**config.mk**
```make
export PLATFORM = sky130hd
export DESIGN_NAME = kbd_matrix_scan
export DESIGN_NICKNAME = d
export VERILOG_FILES = /design/src/rtl/kbd_scan_pkg.sv /design/src/rtl/kbd_scan_fsm.sv /design/src/rtl/kbd_entry_collect.sv /design/src/rtl/kbd_regs.sv /design/src/rtl/kbd_matrix_scan.sv
export SDC_FILE = /design/constraint.sdc
export NUM_CORES = 1
export LEC_CHECK = 0
export ABC_AREA = 1
export CORE_MARGIN = 1
export CORE_UTILIZATION = 60
export DETAILED_ROUTE_END_ITERATION = 8
export HOLD_SLACK_MARGIN = 0.03
export PLACE_DENSITY_LB_ADDON = 0.08
export SLEW_MARGIN = 20
export SYNTH_ARGS = -nofsm -noshare
export SYNTH_HDL_FRONTEND = slang
export SYNTH_SLANG_ARGS = --single-unit
```
**constraint.sdc**
```tcl
create_clock -name clk -period 4.9 [get_ports clk]
set_input_delay 0.98 -clock clk [delete_from_list [all_inputs] [get_ports clk]]
set_output_delay 0.98 -clock clk [all_outputs]
set_load 0.02 [all_outputs]
```
**src/rtl/kbd_scan_pkg.sv**
```systemverilog
package kbd_scan_pkg;

    typedef enum logic [1:0] {
        SC_OFF,
        SC_LEAD,
        SC_ROW,
        SC_PUBLISH
    } scan_state_e;

    localparam int ROW_FIELD_W = 4;
    localparam int COL_FIELD_W = 3;
    localparam int ENTRY_W     = 8;

    // Register word addresses
    localparam int ADR_CTRL      = 0;
    localparam int ADR_STAT      = 1;
    localparam int ADR_ENT_LO    = 2;
    localparam int ADR_ENT_HI    = 3;
    localparam int ADR_MASK_BASE = 8;

    function automatic logic [ENTRY_W-1:0] make_entry(
        input logic [ROW_FIELD_W-1:0] r,
        input logic [COL_FIELD_W-1:0] c
    );
        return {1'b1, r, c};
    endfunction

endpackage

```
**src/rtl/kbd_scan_fsm.sv**
```systemverilog
module kbd_scan_fsm
    import kbd_scan_pkg::*;
#(
    parameter int NUM_ROWS   = 16,
    parameter int NUM_COLS   = 8,
    parameter int ROW_BASE   = 16,
    parameter int LEAD_TICKS = 5,
    parameter int DEB_W      = 10,
    localparam int ROW_IDX_W = $clog2(NUM_ROWS),
    localparam int CNT_W     = DEB_W + $clog2(ROW_BASE + LEAD_TICKS) + 1
) (
    input  logic                 clk,
    input  logic                 rst_n,
    input  logic                 enable,
    input  logic                 scan_tick,
    input  logic [DEB_W-1:0]     deb_cnt,
    input  logic [NUM_COLS-1:0]  col_in,
    output logic [NUM_ROWS-1:0]  row_n,
    output logic                 row_done,
    output logic [ROW_IDX_W-1:0] done_row,
    output logic [NUM_COLS-1:0]  row_hits,
    output logic                 pass_done
);

    localparam logic [ROW_IDX_W-1:0] LAST_ROW  = ROW_IDX_W'(NUM_ROWS - 1);
    localparam logic [CNT_W-1:0]     LEAD_LAST = CNT_W'(LEAD_TICKS - 1);
    localparam logic [CNT_W-1:0]     WIN_OPEN  = CNT_W'(ROW_BASE - 1);

    scan_state_e          state, nxt_state;
    logic [CNT_W-1:0]     tick_cnt;
    logic [ROW_IDX_W-1:0] row_idx;
    logic [NUM_COLS-1:0]  low_acc;
    logic [CNT_W-1:0]     win_last;
    logic                 win_end;
    logic                 lead_end;

    assign win_last = CNT_W'(ROW_BASE) + CNT_W'(deb_cnt) - CNT_W'(1);
    assign win_end  = scan_tick && (tick_cnt == win_last);
    assign lead_end = scan_tick && (tick_cnt == LEAD_LAST);

    // State register
    always_ff @(posedge clk or negedge rst_n) begin
        if (!rst_n) state <= SC_OFF;
        else        state <= nxt_state;
    end

    // Transitions
    always_comb begin
        nxt_state = state;
        unique case (state)
            SC_OFF:     if (enable) nxt_state = SC_LEAD;
            SC_LEAD:    if (lead_end) nxt_state = SC_ROW;
            SC_ROW:     if (win_end && row_idx == LAST_ROW) nxt_state = SC_PUBLISH;
            SC_PUBLISH: nxt_state = SC_LEAD;
            default:    nxt_state = SC_OFF;
        endcase
        if (!enable) nxt_state = SC_OFF;
    end

    // Tick counter, row index and debounce accumulator
    always_ff @(posedge clk or negedge rst_n) begin
        if (!rst_n) begin
            tick_cnt <= '0;
            row_idx  <= '0;
            low_acc  <= '1;
        end else if (!enable) begin
            tick_cnt <= '0;
            row_idx  <= '0;
            low_acc  <= '1;
        end else begin
            unique case (state)
                SC_LEAD: begin
                    if (lead_end) begin
                        tick_cnt <= '0;
                        row_idx  <= '0;
                        low_acc  <= '1;
                    end else if (scan_tick) begin
                        tick_cnt <= tick_cnt + CNT_W'(1);
                    end
                end
                SC_ROW: begin
                    if (win_end) begin
                        tick_cnt <= '0;
                        low_acc  <= '1;
                        if (row_idx != LAST_ROW) row_idx <= row_idx + ROW_IDX_W'(1);
                    end else if (scan_tick) begin
                        tick_cnt <= tick_cnt + CNT_W'(1);
                        if (tick_cnt >= WIN_OPEN) low_acc <= low_acc & ~col_in;
                    end
                end
                default: begin
                    tick_cnt <= '0;
                    row_idx  <= '0;
                    low_acc  <= '1;
                end
            endcase
        end
    end

    // Outputs
    always_comb begin
        row_n     = '1;
        row_done  = 1'b0;
        pass_done = 1'b0;
        done_row  = row_idx;
        row_hits  = low_acc & ~col_in;
        unique case (state)
            SC_ROW: begin
                row_n[row_idx] = 1'b0;
                row_done       = enable && win_end;
            end
            SC_PUBLISH: pass_done = enable;
            default: ;
        endcase
    end

    p_single_row_r3: assert property (@(posedge clk) disable iff (!rst_n)
        $countones(~row_n) <= 1);

    p_idle_rows_r9: assert property (@(posedge clk) disable iff (!rst_n)
        !enable |=> (row_n == '1));

    p_row_hold_r11: assert property (@(posedge clk) disable iff (!rst_n)
        (enable && !scan_tick && state == SC_ROW) |=> $stable(row_n));

endmodule

```
**src/rtl/kbd_entry_collect.sv**
```systemverilog
module kbd_entry_collect
    import kbd_scan_pkg::*;
#(
    parameter int NUM_COLS  = 8,
    parameter int MAX_ENT   = 8,
    parameter int ROW_IDX_W = 4,
    localparam int N_W      = $clog2(MAX_ENT + 1),
    localparam int IDX_W    = $clog2(MAX_ENT)
) (
    input  logic                         clk,
    input  logic                         rst_n,
    input  logic                         enable,
    input  logic                         row_done,
    input  logic [ROW_IDX_W-1:0]         done_row,
    input  logic [NUM_COLS-1:0]          row_hits,
    input  logic                         pass_done,
    output logic [MAX_ENT*ENTRY_W-1:0]   ent_flat,
    output logic [N_W-1:0]               ent_count
);

    logic [ENTRY_W-1:0] work [MAX_ENT];
    logic [ENTRY_W-1:0] nxt_work [MAX_ENT];
    logic [ENTRY_W-1:0] pub [MAX_ENT];
    logic [N_W-1:0]     work_n, nxt_n;
    logic [MAX_ENT-1:0] valid_bits;

    // Append this row's hits in column order, up to the cap
    always_comb begin
        nxt_work = work;
        nxt_n    = work_n;
        for (int c = 0; c < NUM_COLS; c++) begin
            if (row_hits[c] && nxt_n < N_W'(MAX_ENT)) begin
                nxt_work[nxt_n[IDX_W-1:0]] = make_entry(ROW_FIELD_W'(done_row), COL_FIELD_W'(c));
                nxt_n = nxt_n + N_W'(1);
            end
        end
    end

    always_ff @(posedge clk or negedge rst_n) begin
        if (!rst_n) begin
            work_n    <= '0;
            ent_count <= '0;
            for (int i = 0; i < MAX_ENT; i++) begin
                work[i] <= '0;
                pub[i]  <= '0;
            end
        end else if (!enable) begin
            work_n    <= '0;
            ent_count <= '0;
            for (int i = 0; i < MAX_ENT; i++) begin
                work[i] <= '0;
                pub[i]  <= '0;
            end
        end else if (row_done) begin
            work   <= nxt_work;
            work_n <= nxt_n;
        end else if (pass_done) begin
            pub       <= work;
            ent_count <= work_n;
            work_n    <= '0;
            for (int i = 0; i < MAX_ENT; i++) work[i] <= '0;
        end
    end

    generate
        for (genvar g = 0; g < MAX_ENT; g++) begin : g_flat
            assign ent_flat[g*ENTRY_W +: ENTRY_W] = pub[g];
            assign valid_bits[g] = pub[g][ENTRY_W-1];
        end
    endgenerate

    p_count_cap_r2: assert property (@(posedge clk) disable iff (!rst_n)
        ent_count <= N_W'(MAX_ENT));

    p_valid_match_r1: assert property (@(posedge clk) disable iff (!rst_n)
        $countones(valid_bits) == int'(ent_count));

    p_clear_off_r9: assert property (@(posedge clk) disable iff (!rst_n)
        !enable |=> (ent_count == '0 && ent_flat == '0));

endmodule

```
**src/rtl/kbd_regs.sv**
```systemverilog
module kbd_regs
    import kbd_scan_pkg::*;
#(
    parameter int NUM_ROWS  = 16,
    parameter int NUM_COLS  = 8,
    parameter int ADDR_W    = 5,
    parameter int DEB_W     = 10,
    parameter int THR_W     = 4,
    parameter int MAX_ENT   = 8,
    localparam int ROW_IDX_W = $clog2(NUM_ROWS),
    localparam int N_W       = $clog2(MAX_ENT + 1)
) (
    input  logic                       clk,
    input  logic                       rst_n,
    input  logic                       reg_we,
    input  logic [ADDR_W-1:0]          reg_addr,
    input  logic [31:0]                reg_wdata,
    output logic [31:0]                reg_rdata,
    input  logic                       row_done,
    input  logic [ROW_IDX_W-1:0]       done_row,
    input  logic [NUM_COLS-1:0]        row_hits,
    input  logic                       pass_done,
    input  logic [MAX_ENT*ENTRY_W-1:0] ent_flat,
    input  logic [N_W-1:0]             ent_count,
    output logic                       enable,
    output logic [DEB_W-1:0]           deb_cnt,
    output logic                       irq
);

    localparam int DEB_LSB = 4;
    localparam int THR_LSB = 14;

    logic [31:0]         ctl_q;
    logic [NUM_COLS-1:0] mask_q [NUM_ROWS];
    logic                kp_flag, th_flag;
    logic                kp_set, th_set;
    logic                pub_seen;
    logic                kp_ie, th_ie;
    logic [THR_W-1:0]    thr;
    logic                stat_wr;

    assign enable  = ctl_q[0];
    assign kp_ie   = ctl_q[1];
    assign th_ie   = ctl_q[3];
    assign deb_cnt = ctl_q[DEB_LSB +: DEB_W];
    assign thr     = ctl_q[THR_LSB +: THR_W];
    assign stat_wr = reg_we && (reg_addr == ADDR_W'(ADR_STAT));

    assign kp_set = row_done && |(row_hits & ~mask_q[done_row]);
    assign th_set = pub_seen && (thr != '0) && (THR_W'(ent_count) >= thr);

    always_ff @(posedge clk or negedge rst_n) begin
        if (!rst_n) begin
            ctl_q    <= '0;
            kp_flag  <= 1'b0;
            th_flag  <= 1'b0;
            pub_seen <= 1'b0;
        end else begin
            pub_seen <= pass_done;
            if (reg_we && reg_addr == ADDR_W'(ADR_CTRL)) ctl_q <= reg_wdata;
            kp_flag <= kp_set | (kp_flag & ~(stat_wr & reg_wdata[0]));
            th_flag <= th_set | (th_flag & ~(stat_wr & reg_wdata[2]));
        end
    end

    generate
        for (genvar r = 0; r < NUM_ROWS; r++) begin : g_mask
            always_ff @(posedge clk or negedge rst_n) begin
                if (!rst_n) mask_q[r] <= '0;
                else if (reg_we && reg_addr == ADDR_W'(ADR_MASK_BASE + r))
                    mask_q[r] <= reg_wdata[NUM_COLS-1:0];
            end
        end
    endgenerate

    always_comb begin
        reg_rdata = '0;
        if (reg_addr == ADDR_W'(ADR_CTRL))        reg_rdata = ctl_q;
        else if (reg_addr == ADDR_W'(ADR_STAT))   reg_rdata = {24'b0, 4'(ent_count), 1'b0, th_flag, 1'b0, kp_flag};
        else if (reg_addr == ADDR_W'(ADR_ENT_LO)) reg_rdata = ent_flat[31:0];
        else if (reg_addr == ADDR_W'(ADR_ENT_HI)) reg_rdata = ent_flat[63:32];
        else begin
            for (int r = 0; r < NUM_ROWS; r++)
                if (reg_addr == ADDR_W'(ADR_MASK_BASE + r)) reg_rdata = 32'(mask_q[r]);
        end
    end

    assign irq = (kp_flag & kp_ie) | (th_flag & th_ie);

    p_w1c_kp_r7: assert property (@(posedge clk) disable iff (!rst_n)
        (stat_wr && reg_wdata[0] && !kp_set) |=> !kp_flag);

    p_w1c_th_r7: assert property (@(posedge clk) disable iff (!rst_n)
        (stat_wr && reg_wdata[2] && !th_set) |=> !th_flag);

    p_irq_quiet_r8: assert property (@(posedge clk) disable iff (!rst_n)
        (!kp_ie && !th_ie) |-> !irq);

    p_no_thr_flag_r5: assert property (@(posedge clk) disable iff (!rst_n)
        (thr == '0 && !th_flag && !(reg_we && reg_addr == ADDR_W'(ADR_CTRL))) |=> !th_flag);

endmodule

```
**src/rtl/kbd_matrix_scan.sv**
```systemverilog
module kbd_matrix_scan
    import kbd_scan_pkg::*;
#(
    parameter int NUM_ROWS   = 16,
    parameter int NUM_COLS   = 8,
    parameter int ADDR_W     = 5,
    parameter int ROW_BASE   = 16,
    parameter int LEAD_TICKS = 5,
    parameter int DEB_W      = 10,
    parameter int THR_W      = 4,
    parameter int MAX_ENT    = 8
) (
    input  logic                clk,
    input  logic                rst_n,
    input  logic                scan_tick,
    input  logic                reg_we,
    input  logic [ADDR_W-1:0]   reg_addr,
    input  logic [31:0]         reg_wdata,
    output logic [31:0]         reg_rdata,
    output logic [NUM_ROWS-1:0] row_n,
    input  logic [NUM_COLS-1:0] col_in,
    output logic                irq
);

    localparam int ROW_IDX_W = $clog2(NUM_ROWS);
    localparam int N_W       = $clog2(MAX_ENT + 1);

    logic                       enable;
    logic [DEB_W-1:0]           deb_cnt;
    logic                       row_done, pass_done;
    logic [ROW_IDX_W-1:0]       done_row;
    logic [NUM_COLS-1:0]        row_hits;
    logic [MAX_ENT*ENTRY_W-1:0] ent_flat;
    logic [N_W-1:0]             ent_count;

    kbd_scan_fsm #(
        .NUM_ROWS(NUM_ROWS), .NUM_COLS(NUM_COLS), .ROW_BASE(ROW_BASE),
        .LEAD_TICKS(LEAD_TICKS), .DEB_W(DEB_W)
    ) u_fsm (
        .clk(clk), .rst_n(rst_n), .enable(enable), .scan_tick(scan_tick),
        .deb_cnt(deb_cnt), .col_in(col_in), .row_n(row_n),
        .row_done(row_done), .done_row(done_row), .row_hits(row_hits),
        .pass_done(pass_done)
    );

    kbd_entry_collect #(
        .NUM_COLS(NUM_COLS), .MAX_ENT(MAX_ENT), .ROW_IDX_W(ROW_IDX_W)
    ) u_collect (
        .clk(clk), .rst_n(rst_n), .enable(enable), .row_done(row_done),
        .done_row(done_row), .row_hits(row_hits), .pass_done(pass_done),
        .ent_flat(ent_flat), .ent_count(ent_count)
    );

    kbd_regs #(
        .NUM_ROWS(NUM_ROWS), .NUM_COLS(NUM_COLS), .ADDR_W(ADDR_W),
        .DEB_W(DEB_W), .THR_W(THR_W), .MAX_ENT(MAX_ENT)
    ) u_regs (
        .clk(clk), .rst_n(rst_n), .reg_we(reg_we), .reg_addr(reg_addr),
        .reg_wdata(reg_wdata), .reg_rdata(reg_rdata), .row_done(row_done),
        .done_row(done_row), .row_hits(row_hits), .pass_done(pass_done),
        .ent_flat(ent_flat), .ent_count(ent_count), .enable(enable),
        .deb_cnt(deb_cnt), .irq(irq)
    );

endmodule

```
* Yosys cells after proc, flatten, opt, wreduce, memory -nomap -nowiden *
Cells that the tools add are included.
W data, S select, Z words.

operators by class
  reductions and logical operators = 51
  $add $sub $neg = 12
  equality and inequality tests = 35
  magnitude comparators = 29
  bitwise gates (word level) = 25
  mux-type cells = 100

operator list
  kind                     count
  $mux W64                 14
  $bwmux W64               8
  $mux W8                  31
  $demux W8 S3             8
  $mux W32                 4
  $mux W16                 5
  $mux W4                  18
  $logic_and A1 B1 Y1      42
  $eq A5 B4 Y1 const B     8
  $eq A5 B5 Y1 const B     8
  $add A4 B1 Y4 const B    9
  $bmux W8 S4              1
  $ge A4 B4 Y1 const B     8
  $lt A4 B1 Y1 const B     8
  $lt A4 B4 Y1 const B     8
  $not A3 Y4               8
  $pmux W16 S2             1
  $add A16 B1 Y16 const B  1
  $and A8 B8 Y8            2
  $eq A16 B16 Y1           1
  $eq A16 B3 Y1 const B    1
  $ge A16 B4 Y1 const B    1
  $not A16 Y16             1
  $not A8 Y8               2
  other kinds (33)         54

storage, ports and cells
  word-level logic and storage cells = 294
  register bits = 329
  input port bits = 49
  output and inout port bits = 49

* Longest topological paths before layout *
Gate-level depths: netlist of the first run.

  depth after elaboration = 31
  mapped depth = 36
  gate-level depth less buffers = 36

* By module *
A second synthesis of the first run with hierarchy kept.

unflattened totals
  cells, all modules = 2,783
  area total of the unflattened synthesis = 20,031.7 um2

modules (own cells, without submodules)
  module             area an instance (um2)  sequential area each (um2)  cells each  instances
  kbd_regs           9,201.3                 4,078.9                     1,231       1
  kbd_entry_collect  8,345.5                 3,403.3                     1,179       1
  kbd_scan_fsm       2,484.9                 760.7                       373         1

* Worst setup path before layout of the first run *
No wires, ideal clock.

  kind = input -> register
  from = input port col_in[0]
  to = register u_collect.work[13] (netlist name)
  data required time = 4.771 ns
  library setup time = 0.129 ns
  slack = 0.375 ns
  arrival = 4.396 ns
  stages on the path = 33
  buffers on the path = 0
  cells stage by stage = nor2_4 nand3_2 nand2_2 inv_2 ha_1 nand2_1 nand2_2 nand3_1 nor2_4 nor2_8 nand3_2 nand2_4 inv_2 ha_1 inv_1 nand4_1 nand2_1 nand2_1 nand2_1 nor2_4 a21oi_2 ha_1 inv_1 nor2_1 nand2_1 nand2_4 inv_2 nor2_4 nand2_4 nand2_1 nand2_1 nand3_1 o21ai_1

between the ends
  longest elaborated chain between the ends = 31
  elaborated cells between the ends (all ways) = 89
  classes of those cells = add/sub (6); order compare (21); mux (38); bitwise (9); reduce/logical (15)

RTL lines
  element                                                             RTL line                 text
  start: declaration                                                  kbd_matrix_scan.sv:21    input logic [NUM_COLS-1:0] col_in,
  $not A8 Y8 (*)                                                      kbd_scan_fsm.sv:106      row_hits = low_acc & ~col_in;
  $and A8 B8 Y8 (*)                                                   kbd_scan_fsm.sv:106
  $logic_and A1 B1 Y1 (*)                                             kbd_entry_collect.sv:32  if (row_hits[c] && nxt_n < N_W'(MAX_ENT)) begin
  $mux W4                                                             kbd_entry_collect.sv:32
  $lt A4 B4 Y1                                                        kbd_entry_collect.sv:32
  $logic_and A1 B1 Y1                                                 kbd_entry_collect.sv:32
  $mux W4                                                             kbd_entry_collect.sv:32
  $lt A4 B4 Y1                                                        kbd_entry_collect.sv:32
  [15 not listed]                                                     n/a
  $ge A4 B4 Y1 (not written as such) or $lt A4 B1 Y1 (tied branches)  kbd_entry_collect.sv:33  nxt_work[nxt_n[IDX_W-1:0]] = make_entry(ROW_FIELD_W'(done_row), COL_FIELD_W'(c));
  $logic_and A1 B1 Y1 (not written as such)                           kbd_entry_collect.sv:33
  $mux W8 (not written as such)                                       kbd_entry_collect.sv:33
  $demux W8 S3                                                        kbd_entry_collect.sv:33
  $bwmux W64                                                          kbd_entry_collect.sv:33
  $mux W64 (*)                                                        kbd_entry_collect.sv:32
  $mux W64 (*)                                                        kbd_entry_collect.sv:54  end else if (row_done) begin
  $mux W64 (*)                                                        kbd_entry_collect.sv:47  end else if (!enable) begin
  end signal: assignment                                              kbd_entry_collect.sv:55  work <= nxt_work;
  end: declaration                                                    kbd_entry_collect.sv:21  logic [ENTRY_W-1:0] work [MAX_ENT];

Every way passes the cells marked *; elsewhere a longest branch is shown, timed or not.
A chain may end at the register's enable or synchronous reset.

* Worst setup path after layout of the first run *
  from = input port reg_addr[1]
  to = output port reg_rdata[0]

between the ends
  longest elaborated chain between the ends = 21
  elaborated cells between the ends (all ways) = 40
  classes of those cells = eq/ne (19); mux (20); reduce/logical (1)

RTL lines
  element                 RTL line               text
  start: declaration      kbd_matrix_scan.sv:17  input logic [ADDR_W-1:0] reg_addr,
  $eq A5 B4 Y1            kbd_regs.sv:84         if (reg_addr == ADDR_W'(ADR_MASK_BASE + r)) reg_rdata = 32'(mask_q[r]);
  $mux W8 (16 in series)  kbd_regs.sv:84
  $mux W32                kbd_regs.sv:81         else if (reg_addr == ADDR_W'(ADR_ENT_HI)) reg_rdata = ent_flat[63:32];
  $mux W32                kbd_regs.sv:80         else if (reg_addr == ADDR_W'(ADR_ENT_LO)) reg_rdata = ent_flat[31:0];
  $mux W32                kbd_regs.sv:79         else if (reg_addr == ADDR_W'(ADR_STAT)) reg_rdata = {24'b0, 4'(ent_count), 1'b0, th_flag, 1'b0, kp_flag};
  $mux W32 (*)            kbd_regs.sv:78         if (reg_addr == ADDR_W'(ADR_CTRL)) reg_rdata = ctl_q;
  end: declaration        kbd_matrix_scan.sv:19  output logic [31:0] reg_rdata,

Marked as above.

==> flow_summary_export.csv, run 1 <==
group,metric,value,unit
outcome,status,"complete, but fails checks",
outcome,violations,"negative setup slack",
synth,synth_cells,2558,
sta,skew,0.0115,ns
sta,report.final.slew_viol_count,0,
final_layout,multi_input_area,9270,um^2
synth,postSynth.asyncResetShare,1.00,
pwr,max-vdd-ir-drop,0.000307,V
cts,cts_sinks,329,
global_routing,grt_pass1_vias,18210,
synth,synth_edf_count,0,
synth,ys_seq_area_frac,0.434,
synth,synth_top_family_by_area,"simple AND/OR/NAND/NOR gates",
drt,first_pass_iters,6,
synth,ys_seq_elements,329,
cts,hold_buffers,0,
synth,synth_cell_types,59,
floorplanning,placementRows,64,
floorplanning,io_pins,98,
synth,synthAdderAreaFrac,0.0151,
sta,setup_viol,1,
drt,drtIter0Drc,2452,
final_layout,utilization,0.743,
synth,ys_warn_count,0,
drt,num_vias,19458,
sta,worst_pin_slew,1.03,ns
place,dp_hpwl,45400,um
sta,maxClockFrequency,0.203,GHz
synth,netlist_area,19000,um^2
synth,yosys.area_share.xor_xnor,0.0124,
setup_path,critical_path.max_fanout,5,
final_layout,areaGrowthSynthToFinish,20.8,%
cts,cts_made_buffers,36,
drt,via_per_inst,6.07,
global_routing,grt_usage,0.392,
setup_path,worst_setup_path_end_kind,"primary output",
floorplanning,core_area,30900,um^2
sta,rsz0062_at_grt,"true",
floorplanning,die_h,180,um
min_path,hp-class,"input port to async pin",
sta,hold_violations,0,
floorplanning,die_w,180,um
final_layout,layout_common_cells,"nand2_1 (611), o21ai_0 (340), dfrtp_1 (320)",
synth,synth_compound_area_frac,0.174,
setup_path,start_kind,"input port",
cts,path_clk_slew,0.06,ns
synth,synthSimpleGateAreaFrac,0.272,
synth,synth_mux_area_frac,0.00888,
drt,wl_per_cell,19.8,um
setup_path,critPathRequiredTime,3.92,ns
floorplanning,start_util,0.615,
global_routing,grt_start_max_net_pins,114,
synth,postSynthAreaPerCell,7.43,um^2
place,gp_congestion,0.996,
pwr,p_leak,10.8,nW
setup_path,worstSetupPathType,"input port to primary output",
synth,synthesis.nets,2630,
final_layout,final_common_cell,"nand2_1",
final_layout,n_fill_cell,2374,
sta,fin_ws,-0.0202,ns
cts,cts_root_buf,"clkbuf_16",
cts,cts_tree,"built",
final_layout,drive_above_1_share,0.143,
cts,clockBufferDepth,3,
sta,slew_headroom,0.309,
sta,period_share,1.00,
cts,htreeDepth,2,
global_routing,grt.overflow.total,0,
drt,drc,0,
run,maxCapViolCount,0,
pwr,p_per_area,390,nW/um^2
global_routing,grt_pass1_wl,99400,um
place,pre_cts_ws,-0.362,ns
drt,ant_nets,0,
setup_path,worstPathArrival,3.94,ns
final_layout,fin_nets,2855,
final_layout,ff_latch_area,8240,um^2
floorplanning,die_area,32400,um^2
place,io_buffers,97,
drt,wirelength,63500,um
synth,ys.flop_type,"dfrtp_1",
cts,clock_latency,0.53,ns
global_routing,antenna_found_initial,2,
sta,period_needed,4.92,ns
[power breakdown]
| group | internal [mW] | switching (mW) |
|---|---|---|
| Sequential | 2.99 | 0.235 |
| Clock | 1.87 | 1.16 |
| Combinational | 1.05 | 1.67 |
| Total | 5.91 | 3.06 |
[Yosys cell counts, drive strengths merged, types with 3 or more instances]
cell / number / area (um^2)
a21oi: 69 / 349
a211oi: 4 / 30.0
dfrtp: 321 / 8030
dfstp: 8 / 210
nand4: 41 / 272
o21ai: 376 / 1890
nor4: 5 / 31.3
a31oi: 9 / 56.3
o21bai: 3 / 26.3
xor2: 23 / 201
nand3: 148 / 871
o211ai: 8 / 60.1
o22ai: 69 / 432
clkinv: 9 / 33.8
buf: 9 / 42.5
clkbuf: 88 / 330
nand2: 649 / 2580
o2111ai: 7 / 61.3
inv: 313 / 1170
mux2: 15 / 169
ha: 23 / 288
xnor2: 4 / 35.0
nand3b: 5 / 37.5
nor2: 259 / 1130
a221oi: 5 / 43.8
o21a: 3 / 22.5
nor3: 36 / 185
o221ai: 27 / 236
[per-layer routing]
metal  wire (um)  track usage  vias up
met1       26300        0.547     9316
met2       28200        0.605     1075
li1            -            -     8921
met3        6720       0.0766      142
met5          22            0        -
met4        2300        0.147        4
[flip-flops by register name (all words and copies together), names as in the netlist, 4 cells and up]
register	flops
u_collect.work_n	4
u_regs.mask_q	128
u_collect.ent_count	4
u_collect.ent_flat	64
u_fsm.low_acc	8
u_regs.ctl_q	32
u_fsm.tick_cnt	16
u_fsm.done_row	4
u_collect.work	64
[worst max-delay path, stage by stage]
cell and delay (ns):
clkdlybuf4s50_1 0.46, nor2_2 0.20, nand2_1 0.10, nor2_1 0.17, inv_1 0.13, buf_4 0.16, o22ai_1 0.20, nand4_1 0.17
nor2_1 0.14, nand4_1 0.21, nor3_2 0.18, o2111ai_1 0.15, a21oi_1 0.18, nand3_1 0.14, dlygate4sd2_1 0.35
[final timing paths]
| kind | startpoint | cells after the start | end | slack, ns |
|---|---|---|---|---|
| max in group asynchronous | rst_n | 2 | u_regs.mask_q[70] | 3.21 |
| worst max-delay path | reg_addr[1] | 15 | reg_rdata[0] | -0.02 |
| min in group clk | u_regs.mask_q[30] | 2 | u_regs.mask_q[30] | 0.49 |
| worst min register to register | u_regs.mask_q[30] | 2 | u_regs.mask_q[30] | 0.49 |
| worst min-delay path | rst_n | 1 | u_fsm.tick_cnt[11] | 0.45 |
| worst max register to register | u_collect.work_n[3] | 33 | u_collect.work[27] | 0.32 |
[per-stage QoR]
stage	TNS, ns	total power, mW	instances	hold WS, ns	instance area (um^2)
2_1_floorplan	0	4.82	2558	0.449	19000
6_report	-0.0202	8.97	3208	0.446	23000
3_5_place_dp	-20.39	5.88	3141	0.468	21600
4_1_cts	0	8.90	3207	0.488	22900
5_1_grt	-0.307	9.35	3207	0.495	23000
3_3_place_gp	-10.73	5.81	3141	0.463	21600
[cell families (layout without fill, tap and decap cells)]
kind of cell / count (synthesis) / after routing
simple gates: 1152 / 1152
compound gates: 593 / 593
buf+inv: 419 / 672
flops: 329 / 329
xor+xnor: 27 / 27
fa+ha+maj: 23 / 23
mux: 15 / 15
other cells: 0 / 1
[area by class of cell]
class                           count  area share
Multi-Input combinational cell   1810       0.403
Sequential cell                   329       0.359
Timing Repair Buffer              284       0.106
Inverter                          322      0.0526
Clock buffer                       51      0.0456
Tap cell                          396      0.0216
Clock inverter                     15      0.0118
Antenna cell                        1    0.000109
[repair_timing]
item | CTS | global route
setup buffers | 0 | 0
setup endpoints to repair | 7 | 75
endpoints found under the hold margin | 0 | 0
pin swaps | 0 | 13
resized for setup | 11 | 41
(Power assumes the default switching activity.)
==> run 2, diff against run 1 <==
==> constraint.sdc (replaced) <==
create_clock -name clk -period 5.5 [get_ports clk]
set_input_delay 1.1 -clock clk [delete_from_list [all_inputs] [get_ports clk]]
set_output_delay 1.1 -clock clk [all_outputs]
set_load 0.02 [all_outputs]
==> flow_summary_export.csv, run 2 (synthesis gave the netlist of run 1 again) <==
group,metric,value,unit
setup_path,start_kind,"input port",
pwr,internal_power,4.74,mW
setup_path,reg2reg_depth,34,
cts,cts_made_buffers,35,
run,maxCapViolCount,0,
setup_path,critPathRequiredTime,4.40,ns
floorplanning,die_area,32400,um^2
final_layout,fin_nets,2739,
drt,drc,0,
place,dp_hpwl,44200,um
cts,cts_root_buf,"clkbuf_16",
setup_path,reg2reg_slack,0.86,ns
final_layout,drive_above_1_share,0.0970,
drt,drtIter0Drc,2381,
global_routing,met2_usage,0.575,
place,io_buffers,97,
final_layout,layout_common_cells,"nand2_1 (612), o21ai_0 (347), dfrtp_1 (320)",
setup_path,worstSetupPathType,"input port to primary output",
sta,hold_violations,0,
drt,num_vias,18759,
drt,via_per_inst,6.07,
setup_path,crit_family,"simple AND/OR/NAND/NOR gates",
drt,ant_nets,0,
sta,worst_pin_slew,1.05,ns
cts,htreeDepth,2,
pwr,combPwrFrac,0.290,
pwr,p_sw_frac,0.354,
setup_path,crit_path_end,"reg_rdata[0]",
setup_path,crit_chain,"clkdlybuf4s50_1 > nor2_2 > nand2_1 > nor2_1 > inv_1 > o22ai_1 > nand4_1 > nor2_1 > nand4_1 > nor3_1 > o2111ai_1 > a21oi_1 > nand3_1 > clkdlybuf4s50_1",
setup_path,cp_num_cells,14,
setup_path,worstPathArrival,4.25,ns
cts,clockBufferDepth,3,
floorplanning,die_w,180,um
setup_path,reg2reg_from,"u_fsm.low_acc[0]",
global_routing,grt_pass1_vias,17519,
sta,maxClockFrequency,0.187,GHz
global_routing,top_usage_layer,"met2",
pwr,p_per_area,336,nW/um^2
pwr,max-vdd-ir-drop,0.000264,V
final_layout,top_register,"u_regs.mask_q",
drt,wl_per_cell,19.9,um
global_routing,grt_pass1_wl,96900,um
sta,rsz0062_at_grt,"false",
cts,clock_latency,0.53,ns
global_routing,grt_usage,0.381,
final_layout,antenna_cells,0,
min_path,hp-class,"register to register",
place,gp_congestion,1.04,
final_layout,areaGrowthSynthToFinish,14.9,%
setup_path,crit_slowest_cell,"clkdlybuf4s50_1",
cts,cts_sinks,329,
final_layout,final_common_cell,"nand2_1",
floorplanning,placementRows,64,
setup_path,critPathBufInv,3,
pwr,clock_power_share,0.319,
sta,report.final.slew_viol_count,0,
global_routing,gr-usage-met1,0.555,
sta,period_share,0.973,
drt,wirelength,61400,um
cts,path_clk_slew,0.06,ns
sta,skew,0.0156,ns
final_layout,final_cells,3088,
setup_path,slowest_delay,0.57,ns
sta,holdWs,0.481,ns
floorplanning,io_pins,98,
outcome,status,"finished clean",
final_layout,largest_reg_flops,128,
pwr,p_leak,10.1,nW
floorplanning,die_h,180,um
global_routing,grt_start_max_net_pins,117,
place,place_inst,3026,
global_routing,grt.overflow.total,0,
global_routing,antenna_found_initial,0,
floorplanning,core_area,30900,um^2
pwr,p_seq_frac,0.391,
sta,period_needed,5.35,ns
sta,setup_viol,0,
sta,slew_headroom,0.298,
final_layout,n_fill_cell,2571,
global_routing,grt.met3_usage,0.0630,
setup_path,crit_start,"reg_addr[0]",
setup_path,worst_setup_path_end_kind,"primary output",
floorplanning,start_util,0.615,
cts,cts_tree,"built",
drt,first_pass_iters,7,
setup_path,critical_path.max_fanout,7,
setup_path,worst_r2r_endpoint,"u_collect.work[41]",
pwr,p_switching,2.60,mW
## run 2: changes by cell type in the layout (fill, tap and decap cells not counted), moves of 3 or more
cell	change
bufinv_16	-6
o21ai_0	+7
clkdlybuf4s50_1	+4
buf_12	-3
buf_4	-113
clkbuf_1	+6
o21ai_1	-5
## run 2: layer usage
metal  vias to the layer above  part of all wire  routed length [um]
li1                       8670                 -                   -
met1                      8937              0.43               26300
met4                         0             0.035                2180
met2                      1000              0.44               26900
met5                         -                 0                   0
met3                       152             0.099                6070
## run 2: worst register-to-register path: cells and delay by family, from the launching register on
family | cells | cell delay, ns
AOI/OAI and AO/OA | 3 | 0.48
adders and majority gates | 3 | 0.73
buffers and inverters | 7 | 0.54
DFF | 1 | 0.57
and+or+nand+nor | 21 | 2.19
## run 2: worst min path at each step
stage          cells after the start                   start                endpoint  slack (ns)
3_3_place_gp                       2      u_collect.work[14]      u_collect.work[14]        0.46
4_1_cts                            2      u_collect.work[59]      u_collect.work[59]        0.48
5_1_grt                            2  u_collect.ent_flat[47]  u_collect.ent_flat[47]        0.50
2_1_floorplan                      2       u_collect.work[6]       u_collect.work[6]        0.45
3_5_place_dp                       2      u_collect.work[59]      u_collect.work[59]        0.47
6_report                           2      u_collect.work[59]      u_collect.work[59]        0.48
## run 2: area by class of cell
class | count | area [um^2] | share of cell area
flip-flops and latches | 329 | 8240 | 0.377
clock buffers | 56 | 1060 | 0.0484
clock inverters | 6 | 62.6 | 0.00286
multi-input cells | 1810 | 9220 | 0.422
well taps | 396 | 495 | 0.0227
inverters | 322 | 1210 | 0.0553
repair buffers | 169 | 1560 | 0.0712
## run 2: metrics by stage
stage / area, um^2 / setup TNS (ns) / power, mW / util / setup slack (ns)
6_report: 21800 / 0 / 7.34 / 0.707 / 0.150
3_3_place_gp: 20700 / 0 / 4.92 / 0.670 / 0.00744
4_1_cts: 21800 / 0 / 7.30 / 0.706 / 0.0119
5_1_grt: 21800 / 0 / 7.69 / 0.707 / 0.00875
3_5_place_dp: 20700 / -0.356 / 4.97 / 0.670 / -0.104
2_1_floorplan: 19000 / 0 / 4.29 / - / 0.855
## run 2: power groups by stage
stage	registers, mW	logic [mW]	clock network (mW)
final	2.87	2.13	2.34
after global routing	2.89	2.35	2.45
after CTS	2.86	2.09	2.35
after detailed placement	2.90	2.07	0
after global placement	2.89	2.02	0
after floorplan	2.83	1.47	0
## run 2: repair_timing
| action | 4_1_cts | 5_1_grt |
|---|---|---|
| setup buffers | 0 | 0 |
| setup endpoints to repair | 2 | 7 |
| resized for setup | 3 | 11 |
| hold buffers | 0 | 0 |
| pin swaps | 0 | 0 |
